File: src/rtl/ovl_map_pkg.sv
package ovl_map_pkg;
  typedef enum logic {
    SP_PROG = 1'b0,
    SP_DATA = 1'b1
  } space_e;

  typedef enum logic [1:0] {
    AK_INT = 2'd0,
    AK_EXT = 2'd1,
    AK_RSV = 2'd2
  } kind_e;
endpackage

File: src/rtl/ovl_map_dec.sv
module ovl_map_dec
  import ovl_map_pkg::*;
#(
  parameter int ADDR_W = 14,
  parameter int OVL_W  = 3,
  parameter int MMR_N  = 32
) (
  input  logic [ADDR_W-1:0] addr,
  input  space_e            space,
  input  logic [OVL_W-1:0]  pm_ovl,
  input  logic [OVL_W-1:0]  dm_ovl,
  input  logic              strap,
  output kind_e             kind,
  output logic [ADDR_W-1:0] xaddr,
  output logic              mmr
);
  localparam int SEG_W = ADDR_W - 1;
  localparam logic [ADDR_W-1:0] MMR_BASE = ADDR_W'((1 << ADDR_W) - MMR_N);

  logic [OVL_W-1:0] ovl;
  logic             in_win;

  always_comb begin
    if (space == SP_PROG) begin
      ovl    = strap ? '0 : pm_ovl;
      in_win = addr[ADDR_W-1];
    end else begin
      ovl    = dm_ovl;
      in_win = ~addr[ADDR_W-1];
    end

    if (!in_win || ovl == '0)
      kind = AK_INT;
    else if (ovl == OVL_W'(1) || ovl == OVL_W'(2))
      kind = AK_EXT;
    else
      kind = AK_RSV;

    xaddr = {ovl == OVL_W'(2), addr[SEG_W-1:0]};
    mmr   = (space == SP_DATA) && (addr >= MMR_BASE);
  end
endmodule

File: src/rtl/ovl_map_wait.sv
module ovl_map_wait #(
  parameter int WAIT_W = 3
) (
  input  logic              clk,
  input  logic              rst_n,
  input  logic              load,
  input  logic [WAIT_W-1:0] load_val,
  input  logic              active,
  output logic              zero
);
  logic [WAIT_W-1:0] cnt_q;

  always_ff @(posedge clk or negedge rst_n) begin
    if (!rst_n)
      cnt_q <= '0;
    else if (load)
      cnt_q <= load_val;
    else if (active && cnt_q != '0)
      cnt_q <= cnt_q - 1'b1;
  end

  assign zero = (cnt_q == '0);
endmodule

File: src/rtl/ovl_map.sv
module ovl_map
  import ovl_map_pkg::*;
#(
  parameter int ADDR_W = 14,
  parameter int OVL_W  = 3,
  parameter int WAIT_W = 3,
  parameter int MMR_N  = 32
) (
  input  logic              clk,
  input  logic              rst_n,
  input  logic              req_valid,
  output logic              req_ready,
  input  logic              req_space,
  input  logic [ADDR_W-1:0] req_addr,
  input  logic [OVL_W-1:0]  pm_ovl,
  input  logic [OVL_W-1:0]  dm_ovl,
  input  logic              boot_strap,
  input  logic [WAIT_W-1:0] ext_wait,
  output logic              acc_active,
  output logic              ext_sel,
  output logic [ADDR_W-1:0] ext_addr,
  output logic              mmr_sel,
  output logic              ovl_err,
  output logic              acc_done
);
  kind_e             dec_kind;
  logic [ADDR_W-1:0] dec_xaddr;
  logic              dec_mmr;
  logic              accept;
  logic              wait_zero;
  logic [WAIT_W-1:0] wait_load;

  logic              busy_q;
  logic              ext_q;
  logic              err_q;
  logic              mmr_q;
  logic [ADDR_W-1:0] addr_q;

  ovl_map_dec #(
    .ADDR_W(ADDR_W),
    .OVL_W (OVL_W),
    .MMR_N (MMR_N)
  ) u_dec (
    .addr  (req_addr),
    .space (space_e'(req_space)),
    .pm_ovl(pm_ovl),
    .dm_ovl(dm_ovl),
    .strap (boot_strap),
    .kind  (dec_kind),
    .xaddr (dec_xaddr),
    .mmr   (dec_mmr)
  );

  assign wait_load = (dec_kind == AK_EXT) ? ext_wait : '0;

  ovl_map_wait #(
    .WAIT_W(WAIT_W)
  ) u_wait (
    .clk     (clk),
    .rst_n   (rst_n),
    .load    (accept),
    .load_val(wait_load),
    .active  (busy_q),
    .zero    (wait_zero)
  );

  assign acc_done  = busy_q & wait_zero;
  assign req_ready = ~busy_q | acc_done;
  assign accept    = req_valid & req_ready;

  always_ff @(posedge clk or negedge rst_n) begin
    if (!rst_n) begin
      busy_q <= 1'b0;
      ext_q  <= 1'b0;
      err_q  <= 1'b0;
      mmr_q  <= 1'b0;
      addr_q <= '0;
    end else if (accept) begin
      busy_q <= 1'b1;
      ext_q  <= (dec_kind == AK_EXT);
      err_q  <= (dec_kind == AK_RSV);
      mmr_q  <= dec_mmr;
      addr_q <= dec_xaddr;
    end else if (acc_done) begin
      busy_q <= 1'b0;
    end
  end

  assign acc_active = busy_q;
  assign ext_sel    = busy_q & ext_q;
  assign ovl_err    = busy_q & err_q;
  assign mmr_sel    = busy_q & mmr_q;
  assign ext_addr   = addr_q;
endmodule

File: config.mk
export PLATFORM = sky130hd
export DESIGN_NAME = ovl_map
export DESIGN_NICKNAME = d
export VERILOG_FILES = /design/src/rtl/ovl_map_pkg.sv /design/src/rtl/ovl_map_dec.sv /design/src/rtl/ovl_map_wait.sv /design/src/rtl/ovl_map.sv
export SDC_FILE = /design/constraint.sdc
export NUM_CORES = 1
export LEC_CHECK = 0
export BUFFER_PORTS_ARGS = -buffer_cell sky130_fd_sc_hd__buf_2
export CAP_MARGIN = 15
export CORE_MARGIN = 5
export CORE_UTILIZATION = 51
export DETAILED_ROUTE_END_ITERATION = 12
export GPL_ROUTABILITY_DRIVEN = 1
export GPL_TIMING_DRIVEN = 0
export PLACE_DENSITY = 0.82
export SETUP_SLACK_MARGIN = 0.2
export SYNTH_ARGS = -nofsm -noshare
export SYNTH_HDL_FRONTEND = slang
export SYNTH_HIERARCHICAL = 1
export SYNTH_SLANG_ARGS = --single-unit
File: constraint.sdc
create_clock -name clk -period 3.35 [get_ports clk]
set_clock_uncertainty 0.1 [all_clocks]
set_input_delay 0.335 -clock clk [delete_from_list [all_inputs] [get_ports clk]]
set_output_delay 0.335 -clock clk [all_outputs]
set_load 0.02 [all_outputs]
==> summary.md, run 1 <==
| Metric | Value |
|---|---|
| FP Rows | `17` |
| Die Width | `between 50 and 60 um` |
| Final nets | `~180` |
| Worst IR drop on VDD | `0.000489 V` |
| Crit path largest cell delay | `about 0.54 ns` |
| DP Cell Count | `approximately 170` |
| Reg clk slew, reported paths | `0.11 ns` |
| Crit start category | `flop` |
| First-pass GRT wire length | `4060 um` |
| Vias per cell | `just over 5` |
| Area of the multi-input gates | `~540 sq um` |
| Hold Slack | `roughly 0.16 ns` |
| Reg2Reg Depth | `9` |
| Crit end category | `flop` |
| Post-synth top cells | `dfrtp_1 (21), buf_4 (13), mux2_4 (9), mux2_2 (8), and2_1 (7)` |
| Synthesized flop and latch total | `21` |
| Post-CTS resize count | `0` |
| Crit Path Max Fanout | `10` |
| Post-synth top flop | `dfrtp_1` |
| # H-tree levels | `1` |
| TritonRoute pass-1 iters | `4` |
| Synth Warn # | `6` |
| Clk_lat worst skew | `approximately 0.3 ns` |
| Vias in the first global route | `~920` |
| Fin cells | `roughly 170` |
| Gp weighted congestion | `0.755` |
| Final hold vios | `0` |
| DP HPWL | `1950 um` |
| First DRT Iteration DRCs | `10` |
| Hold path cells | `2` |
| FILL cells | `194` |
| Post-synthesis instance total | `between 90 and 100` |
| RSZ-0062 raised after global routing | `no` |
| Fin. max-slew vios | `0` |
| Post-Syn Area | `0.00120 sq mm` |
| Clk sinks | `21` |
| Slew HR | `0.693` |
| Top cell type's share of synthesized area | `0.438` |
| Power Total | `around 1.2 mW` |
| Req. time, crit path | `3.46 ns` |
| Die area | `approximately 0.0034 sq mm` |
| Min Tclk post-route | `~2.3 ns` |
| Largest net degree at the start of global routing | `22` |
| Max-cap check violation count | `0` |
| HP Class | `in -> reg` |
| Io pins | `48` |
| Sequential cell area | `approximately 530 sq um` |
| Tcrit/Tclk final | `0.686` |
| Post-synth EDFFs | `0` |
| Root Driver | `clkbuf_4` |
| Power density over cell area | `between 800 and 900 mW/mm^2` |
| CTS tree | `done` |
| Status | `completed` |
| Area Growth Syn to Fin | `23.5%` |
| Vias post-DR | `884` |
| Remaining Overflow, GRT | `0` |
| Leakage power | `0.768 nW` |
| Die Ht | `58.5 um` |
| Worst Path Class, Setup | `reg -> reg` |
| Setup tns final | `0 ns` |
| Initial Utilization | `0.537` |
| Antenna Nets Post-Route | `0` |
| Ys async rst share | `1.00` |
| Ant. Diodes | `0` |
| Clk buf depth | `2` |
| Drt drc | `0` |
| Final core utilization | `0.663` |
| Final Setup Violations | `0` |
| Critical-path cell list | `inv_1, ha_1, ha_1, nand2b_4, nand2_4, buf_12, inv_1, or4b_1, o311ai_1` |
| Yosys cell types | `25` |
| Wirelength per Cell | `~14 um` |
| Sequential area share after synthesis | `0.438` |
| Initial antenna violation count | `0` |
| Share of layout cells above drive strength 1 | `0.552` |
| Most common cell in the netlist | `dfrtp_1` |
| GRT Util Overall | `0.151` |
| Worst-margin pin slew | `0.461 ns` |
| Cts bufs inserted | `3` |
| Buffers on Ports | `42` |
| Critical Path AT | `around 2.4 ns` |
| CORE AREA | `between 0.002 and 0.0025 sq mm` |
| Mean Syn Cell Area | `12.2 sq um` |
| Area contributors post-synth | `dfrtp_1 (44%), mux2_4 (11%), buf_4 (8.1%)` |
| Crit-path slowest cell | `or4b_1` |
| Routed Wire Length | `~2400 um` |
| Dominant cell type by area after synthesis | `dfrtp_1` |
| Syn_nets | `approximately 130` |
| F_max | `approximately 430 MHz` |
-- critical path: cells and delay by family, from the launching register on --
family,cells,cell delay [ns]
flip-flops,1,0.38
AO/OA/AOI/OAI,1,0.08
AND/OR/NAND/NOR,3,0.87
adder cells (fa/ha/maj),2,0.44
buffers and inverters,3,0.33
-- state kept, by name (all words and copies together) (netlist names) --
name,cells
ext_addr,14
u_wait/cnt_q,3
acc_active,1
err_q,1
ext_q,1
mmr_q,1
-- cells in the final DEF (no fill, tap or decap), drive strengths merged, types with 2 or more instances in the layout --
master,n
o32ai,2
nor2b,3
buf,56
clkbuf,4
nand2,6
inv,5
o311ai,2
or4b,5
mux2,17
or3b,2
dfrtp,21
xnor2,2
ha,2
a21oi,2
and2,7
nand2b,2
nand4,2
-- final timing paths --
path	endpoint	slack, ns	from
worst max-delay path	u_wait/cnt_q[2]	1.05	u_wait/cnt_q[0]
worst min-delay path	ext_addr[3]	0.16	req_addr[3]
worst max register to register	u_wait/cnt_q[2]	1.05	u_wait/cnt_q[0]
worst min register to register	ext_q	0.41	ext_q
max in group asynchronous	ext_addr[1]	2.43	rst_n
min in group asynchronous	u_wait/cnt_q[2]	0.40	rst_n
-- area by class of cell --
type                            count  share of cell area
Sequential cell                    21               0.355
Buffer                             14              0.0794
Tap cell                           28              0.0236
Clock buffer                        4              0.0177
Timing Repair Buffer               43               0.149
Multi-Input combinational cell     58               0.363
Inverter                            5              0.0127
-- per-stage QoR --
stage | worst slack, ns | area [sq um]
2_1_floorplan | 1.21 | 1200
3_3_place_gp | 1.12 | 1450
4_1_cts | 1.04 | 1480
6_report | 1.05 | 1480
3_5_place_dp | 1.07 | 1450
5_1_grt | 0.891 | 1480
-- layer usage --
metal  track usage  up-vias  part of all wire
met5             0        -                 0
met4       0.00993        0                 0
met3        0.0439        0             0.065
met2         0.282       26              0.54
met1         0.176      430              0.39
li1              -      428                 -
-- cells by family after synthesis --
kind of cell	share of synthesized area
and+or+nand+nor	0.171
DFF	0.438
buffers and inverters	0.114
muxes	0.188
AOI/OAI and AO/OA	0.0542
xor gates and xnor gates	0.0146
adders and majority gates	0.0209
-- where the power goes --
part / internal [mW] / leakage [nW] / switching, mW
registers: 0.368 / 0.254 / 0.0663
logic: 0.327 / 0.499 / 0.343
clock network: 0.0464 / 0.0150 / 0.0754
total: 0.741 / 0.768 / 0.485
-- timing repair --
| action | in CTS | in global routing |
|---|---|---|
| hold buffers | 1 | 0 |
| endpoints found under the hold margin | 21 | 0 |
| setup buffers | 0 | 0 |
Power figures use the tool's default switching activity.
==> run 2: changes to the inputs <==
--- a/config.mk
+++ b/config.mk
@@ -8,11 +8,11 @@
 export BUFFER_PORTS_ARGS = -buffer_cell sky130_fd_sc_hd__buf_2
 export CAP_MARGIN = 15
 export CORE_MARGIN = 5
-export CORE_UTILIZATION = 51
+export CORE_UTILIZATION = 43
 export DETAILED_ROUTE_END_ITERATION = 12
 export GPL_ROUTABILITY_DRIVEN = 1
 export GPL_TIMING_DRIVEN = 0
-export PLACE_DENSITY = 0.82
+export PLACE_DENSITY = 0.73
 export SETUP_SLACK_MARGIN = 0.2
 export SYNTH_ARGS = -nofsm -noshare
 export SYNTH_HDL_FRONTEND = slang
==> constraint.sdc (replaced) <==
create_clock -name clk -period 2.1 [get_ports clk]
set_clock_uncertainty 0.1 [all_clocks]
set_input_delay 0.21 -clock clk [delete_from_list [all_inputs] [get_ports clk]]
set_output_delay 0.21 -clock clk [all_outputs]
set_load 0.02 [all_outputs]
==> run 2 against run 1 <==
  * Wire length rose by 6.3%
  * Utilization is 7.1 points lower
  * Final cell count increased by 6.9%
  * Sequential power increased by 59%
  * Clock power increased by 61%
  * Worst setup slack worse by 0.84 ns
  * Hold slack got worse by 0.12 ns
  * Sequential cell count stayed put
  * Combinational power grew 87%
  * Largest power group unchanged
==> summary.md, run 2 (synthesized netlist as in run 1, its figures left out) <==
| Metric | Value |
|---|---|
| Status | `completed` |
| First DRT Iteration DRCs | `22` |
| Max-cap check violation count | `0` |
| Vias post-DR | `approximately 900` |
| Gp weighted congestion | `between 0.7 and 0.8` |
| Most common cell after layout, fill and taps aside | `buf_2` |
| Slew HR | `0.687` |
| Final hold vios | `0` |
| FP Rows | `19` |
| Worst Path Class, Setup | `reg -> reg` |
| Clk buf depth | `2` |
| Largest net degree at the start of global routing | `22` |
| Ant. Diodes | `0` |
| Min Tclk post-route | `~1.9 ns` |
| First-pass GRT wire length | `~4500 um` |
| HP Class | `in -> reg` |
| GRT Util Overall | `0.139` |
| Worst-margin pin slew | `0.470 ns` |
| Clk sinks | `21` |
| CTS tree | `done` |
| Max reg flops | `14` |
| # H-tree levels | `1` |
| Req. time, crit path | `2.21 ns` |
| Reg clk slew, reported paths | `about 0.12 ns` |
| Initial Utilization | `0.443` |
| Routed Wire Length | `around 2600 um` |
| Io pins | `48` |
| DP HPWL | `roughly 1900 um` |
| Critical Path AT | `approximately 2 ns` |
| Crit start category | `flop` |
| RSZ-0062 raised after global routing | `yes` |
| Die Width | `62.8 um` |
| Initial antenna violation count | `0` |
| Most frequent cells in the layout | `buf_2 (42), dfrtp_1 (21), buf_4 (18), mux2_4 (9), mux2_2 (8)` |
| Leakage power | `between 0.8 and 0.9 nW` |
| Crit Path Max Fanout | `9` |
| Die Ht | `62.8 um` |
| Wirelength per Cell | `around 14 um` |
| Antenna Nets Post-Route | `0` |
| Drt drc | `0` |
| TritonRoute pass-1 iters | `2` |
| Root Driver | `clkbuf_4` |
| Final Setup Violations | `0` |
| Cts bufs inserted | `3` |
| CORE AREA | `around 0.0027 sq mm` |
| Crit end category | `flop` |
| Vias per cell | `between 4 and 5` |
| Die area | `just under 0.004 sq mm` |
| Fin. max-slew vios | `0` |
| F_max | `roughly 530 MHz` |
| Vias in the first global route | `about 1000` |
| Final nets | `185` |
| Remaining Overflow, GRT | `0` |
| Worst IR drop on VDD | `around 0.0011 V` |
| Area Growth Syn to Fin | `33.9%` |
| Clk_lat worst skew | `about 0.3 ns` |
| Buffers on Ports | `42` |
| Share of layout cells above drive strength 1 | `0.591` |
| Hold Slack | `around 0.035 ns` |
| Power density over cell area | `around 1300 mW/mm^2` |
| Tcrit/Tclk final | `0.901` |
| Setup tns final | `0 ns` |
==> run 2: final timing paths <==
| check | from | endpoint | slack (ns) | cells past startpoint |
|---|---|---|---|---|
| worst max-delay path | u_wait/cnt_q[0] | u_wait/cnt_q[2] | 0.21 | 9 |
| worst min-delay path | req_addr[4] | ext_addr[4] | 0.03 | 2 |
| worst max register to register | u_wait/cnt_q[0] | u_wait/cnt_q[2] | 0.21 | 9 |
| worst min register to register | mmr_q | mmr_q | 0.41 | 1 |
| max in group asynchronous | rst_n | ext_addr[12] | 1.30 | 2 |
| min in group asynchronous | rst_n | u_wait/cnt_q[2] | 0.28 | 2 |
==> run 2: worst max-delay path: stages, from the launching register on <==
cell and delay [ns]:
dfrtp_1 0.36, inv_1 0.05, ha_2 0.19, ha_4 0.16
nand2b_4 0.16, nand2_8 0.09, buf_12 0.10, inv_8 0.04
or4b_4 0.48, o311ai_2 0.08
==> run 2: cell type report <==
class / instances / area [sq um]
well taps: 31 / 38.8
flip-flops and latches: 21 / 526
multi-input cells: 58 / 573
clock buffers: 3 / 22.5
repair buffers: 52 / 298
inverters: 5 / 26.3
fillers: 247 / 1100
clock inverters: 1 / 5.00
plain buffers: 14 / 118
==> run 2: power by group <==
| part | internal (mW) | leakage [nW] | switching [mW] |
|---|---|---|---|
| Sequential | 0.586 | 0.254 | 0.102 |
| Clock | 0.0710 | 0.0177 | 0.125 |
| Combinational | 0.638 | 0.539 | 0.613 |
| Total | 1.29 | 0.811 | 0.841 |
==> run 2: per-layer routing <==
metal | wire length (um) | vias to the layer above | global-route usage
met1 | 1030 | 429 | 0.154
met4 | 20 | 0 | 0.0398
met5 | 0 | - | 0
met2 | 1390 | 26 | 0.255
met3 | 148 | 2 | 0.0360
li1 | - | 442 | -
==> run 2: metrics by stage <==
stage | cell area [sq um] | setup WS [ns] | utilization | power [mW] | instances
2_1_floorplan | 1230 | 0.167 | - | 1.52 | 98
3_3_place_gp | 1480 | 0.130 | 0.546 | 1.80 | 171
3_5_place_dp | 1480 | 0.0815 | 0.546 | 1.85 | 171
4_1_cts | 1560 | 0.215 | 0.574 | 2.12 | 181
5_1_grt | 1610 | 0.132 | 0.593 | 2.31 | 185
6_report | 1610 | 0.208 | 0.593 | 2.14 | 185
==> run 2: repair_timing <==
action                                  in CTS  in global routing
endpoints found under the setup margin       3                  3
gates cloned                                 0                  0
hold endpoints to repair                    21                  4
buffers inserted                             5                  0
resized for setup                            0                  2
hold buffers                                 1                  4
pin swaps                                    3                  0
==> run 3: changes to the inputs <==
--- a/config.mk
+++ b/config.mk
@@ -7,7 +7,7 @@
 export LEC_CHECK = 0
 export BUFFER_PORTS_ARGS = -buffer_cell sky130_fd_sc_hd__buf_2
 export CAP_MARGIN = 15
-export CORE_MARGIN = 5
+export CORE_MARGIN = 8
 export CORE_UTILIZATION = 43
 export DETAILED_ROUTE_END_ITERATION = 12
 export GPL_ROUTABILITY_DRIVEN = 1
==> run 3 against run 2 <==
  * First-iteration DRC count down 9.1%
  * Final cell count down 2.2%
  * Wire length up 2.4%
  * Register-to-register slack about the same
  * Sequential power about the same
  * Via count down 1.7%
  * Combinational power about the same
==> summary.md, run 3 (synthesized netlist as in run 1, its figures left out) <==
| Metric | Value |
|---|---|
| Fin. max-slew vios | `0` |
| CP delay by family, top | `simple AND/OR/NAND/NOR gates` |
| FP Rows | `19` |
| Met3 usage | `0.0355` |
| Met2 Use GR | `0.222` |
| CORE AREA | `between 0.002 and 0.003 sq mm` |
| Final Setup Violations | `0` |
| Req. time, crit path | `2.22 ns` |
| Buf/Inv on CP | `3` |
| Clk sinks | `21` |
| Most common cell after layout, fill and taps aside | `buf_2` |
| Int Power | `1.28 mW` |
| Status | `completed` |
| Reg clk slew, reported paths | `around 0.12 ns` |
| FILL cells | `253` |
| Vias per cell | `about 5` |
| F_max | `around 530 MHz` |
| Max reg flops | `14` |
| Reg2reg end | `u_wait/cnt_q[0]` |
| Slew HR | `0.679` |
| Clk_lat worst skew | `0.30 ns` |
| Worst Setup SP | `u_wait/cnt_q[0]` |
| Reg2Reg Depth | `9` |
| Final nets | `181` |
| Initial Utilization | `0.443` |
| HP Class | `in -> reg` |
| Drt drc | `0` |
| Vias post-DR | `884` |
| R2r setup slk | `between 0.2 and 0.25 ns` |
| Worst Path Class, Setup | `reg -> reg` |
| RR Startpoint | `u_wait/cnt_q[0]` |
| DP Cell Count | `around 170` |
| Final WS setup | `roughly 0.21 ns` |
| NetSw | `roughly 0.84 mW` |
| Final hold vios | `0` |
| Hold path cells | `2` |
| Initial antenna violation count | `0` |
| Ant. Diodes | `0` |
| Area of the multi-input gates | `573 sq um` |
| Max-cap check violation count | `0` |
| Antenna Nets Post-Route | `0` |
| Leakage power | `around 0.79 nW` |
| Wirelength per Cell | `14.7 um` |
| Remaining Overflow, GRT | `0` |
| GRT Util Overall | `0.123` |
| Critical Path AT | `between 2 and 2.5 ns` |
| Die Ht | `about 69 um` |
| # H-tree levels | `1` |
| Clk buf depth | `2` |
| Min Tclk post-route | `roughly 1.9 ns` |
| First-pass GRT wire length | `4470 um` |
| Die area | `between 0.004 and 0.005 sq mm` |
| Critical-path cell list | `inv_1, ha_2, ha_4, nand2b_4, nand2_8, buf_12, inv_8, or4b_4, o211ai_1` |
| Buffers on Ports | `42` |
| Routed Wire Length | `between 2000 and 3000 um` |
| Largest net degree at the start of global routing | `22` |
| Sequential cell area | `approximately 530 sq um` |
| Crit path largest cell delay | `roughly 0.47 ns` |
| Area Growth Syn to Fin | `30.6%` |
| Grt peak-use layer | `met2` |
| Switching fraction of total power | `0.395` |
| Met1 GRT Util | `0.137` |
| Gp weighted congestion | `approximately 0.73` |
| TritonRoute pass-1 iters | `2` |
| Cts bufs inserted | `3` |
| DP HPWL | `2130 um` |
| Crit start category | `flop` |
| Final core utilization | `0.578` |
| RSZ-0062 raised after global routing | `yes` |
| Crit-path slowest cell | `or4b_4` |
| Crit Path Max Fanout | `9` |
| Hold_sp | `req_addr[3]` |
| Worst IR drop on VDD | `roughly 0.00083 V` |
| First DRT Iteration DRCs | `20` |
| Root Driver | `clkbuf_4` |
| Power density over cell area | `around 1400 mW/mm^2` |
| Clock power share | `0.091` |
| Worst-margin pin slew | `around 0.48 ns` |
| Most frequent cells in the layout | `buf_2 (42), dfrtp_1 (21), buf_4 (18), mux2_4 (9), mux2_2 (8)` |
| Share of layout cells above drive strength 1 | `0.607` |
| Place WS | `0.0505 ns` |
| Tcrit/Tclk final | `0.899` |
| Worst Hold Endpoint | `ext_addr[3]` |
| Die Width | `between 60 and 70 um` |
| Io pins | `48` |
| Fin cells | `181` |
| Sequential share of power | `0.325` |
| Setup tns final | `0 ns` |
| CTS tree | `done` |
| Crit end category | `flop` |
| Vias in the first global route | `~1000` |
| Logic pwr share | `0.584` |
==> run 3: what timing repair did <==
item | in CTS | in global routing
endpoints found under the setup margin | 3 | 12
setup buffers | 4 | 1
endpoints found under the hold margin | 21 | 0
resized for setup | 0 | 2
hold buffers | 1 | 0
pin swaps | 3 | 2
==> run 3: cell type report <==
cell class                 instances  area share
multi-input combinational         58       0.366
sequential                        21       0.335
buffer                            14      0.0751
tap                               31      0.0248
clock buffer                       3      0.0144
clock inverter                     1     0.00319
inverter                           5      0.0168
timing repair buffer              48       0.165
==> run 3: per-stage QoR <==
| stage | total power, mW | hold slack (ns) | instance area, sq um |
|---|---|---|---|
| after CTS | 2.10 | 0.0267 | 1550 |
| after detailed placement | 1.86 | 0.105 | 1480 |
| after floorplan | 1.52 | -0.186 | 1230 |
| after global routing | 2.27 | 0.0274 | 1570 |
| after global placement | 1.81 | 0.0867 | 1480 |
| final | 2.12 | 0.0338 | 1570 |
==> run 3: worst max path at each step <==
stage          slack (ns)  cells after the start              end
3_3_place_gp         0.13                      9  u_wait/cnt_q[1]
3_5_place_dp         0.05                      9  u_wait/cnt_q[1]
2_1_floorplan        0.17                      9  u_wait/cnt_q[1]
6_report             0.21                      9  u_wait/cnt_q[0]
4_1_cts              0.20                      9  u_wait/cnt_q[1]
5_1_grt              0.14                      9  u_wait/cnt_q[1]
==> run 3: power groups by stage <==
| stage | Combinational (mW) | Clock (mW) | Sequential (mW) |
|---|---|---|---|
| detailed placement | 1.16 | 0 | 0.698 |
| floorplan | 0.656 | 0 | 0.863 |
| finish | 1.24 | 0.194 | 0.688 |
| CTS | 1.21 | 0.202 | 0.690 |
| global route | 1.35 | 0.212 | 0.710 |
| global placement | 1.12 | 0 | 0.687 |
==> run 3: metal layers <==
metal  up-vias  part of all wire
met3         2             0.058
met4         0            0.0068
met2        23              0.52
met5         -                 0
met1       422              0.41
li1        437                 -
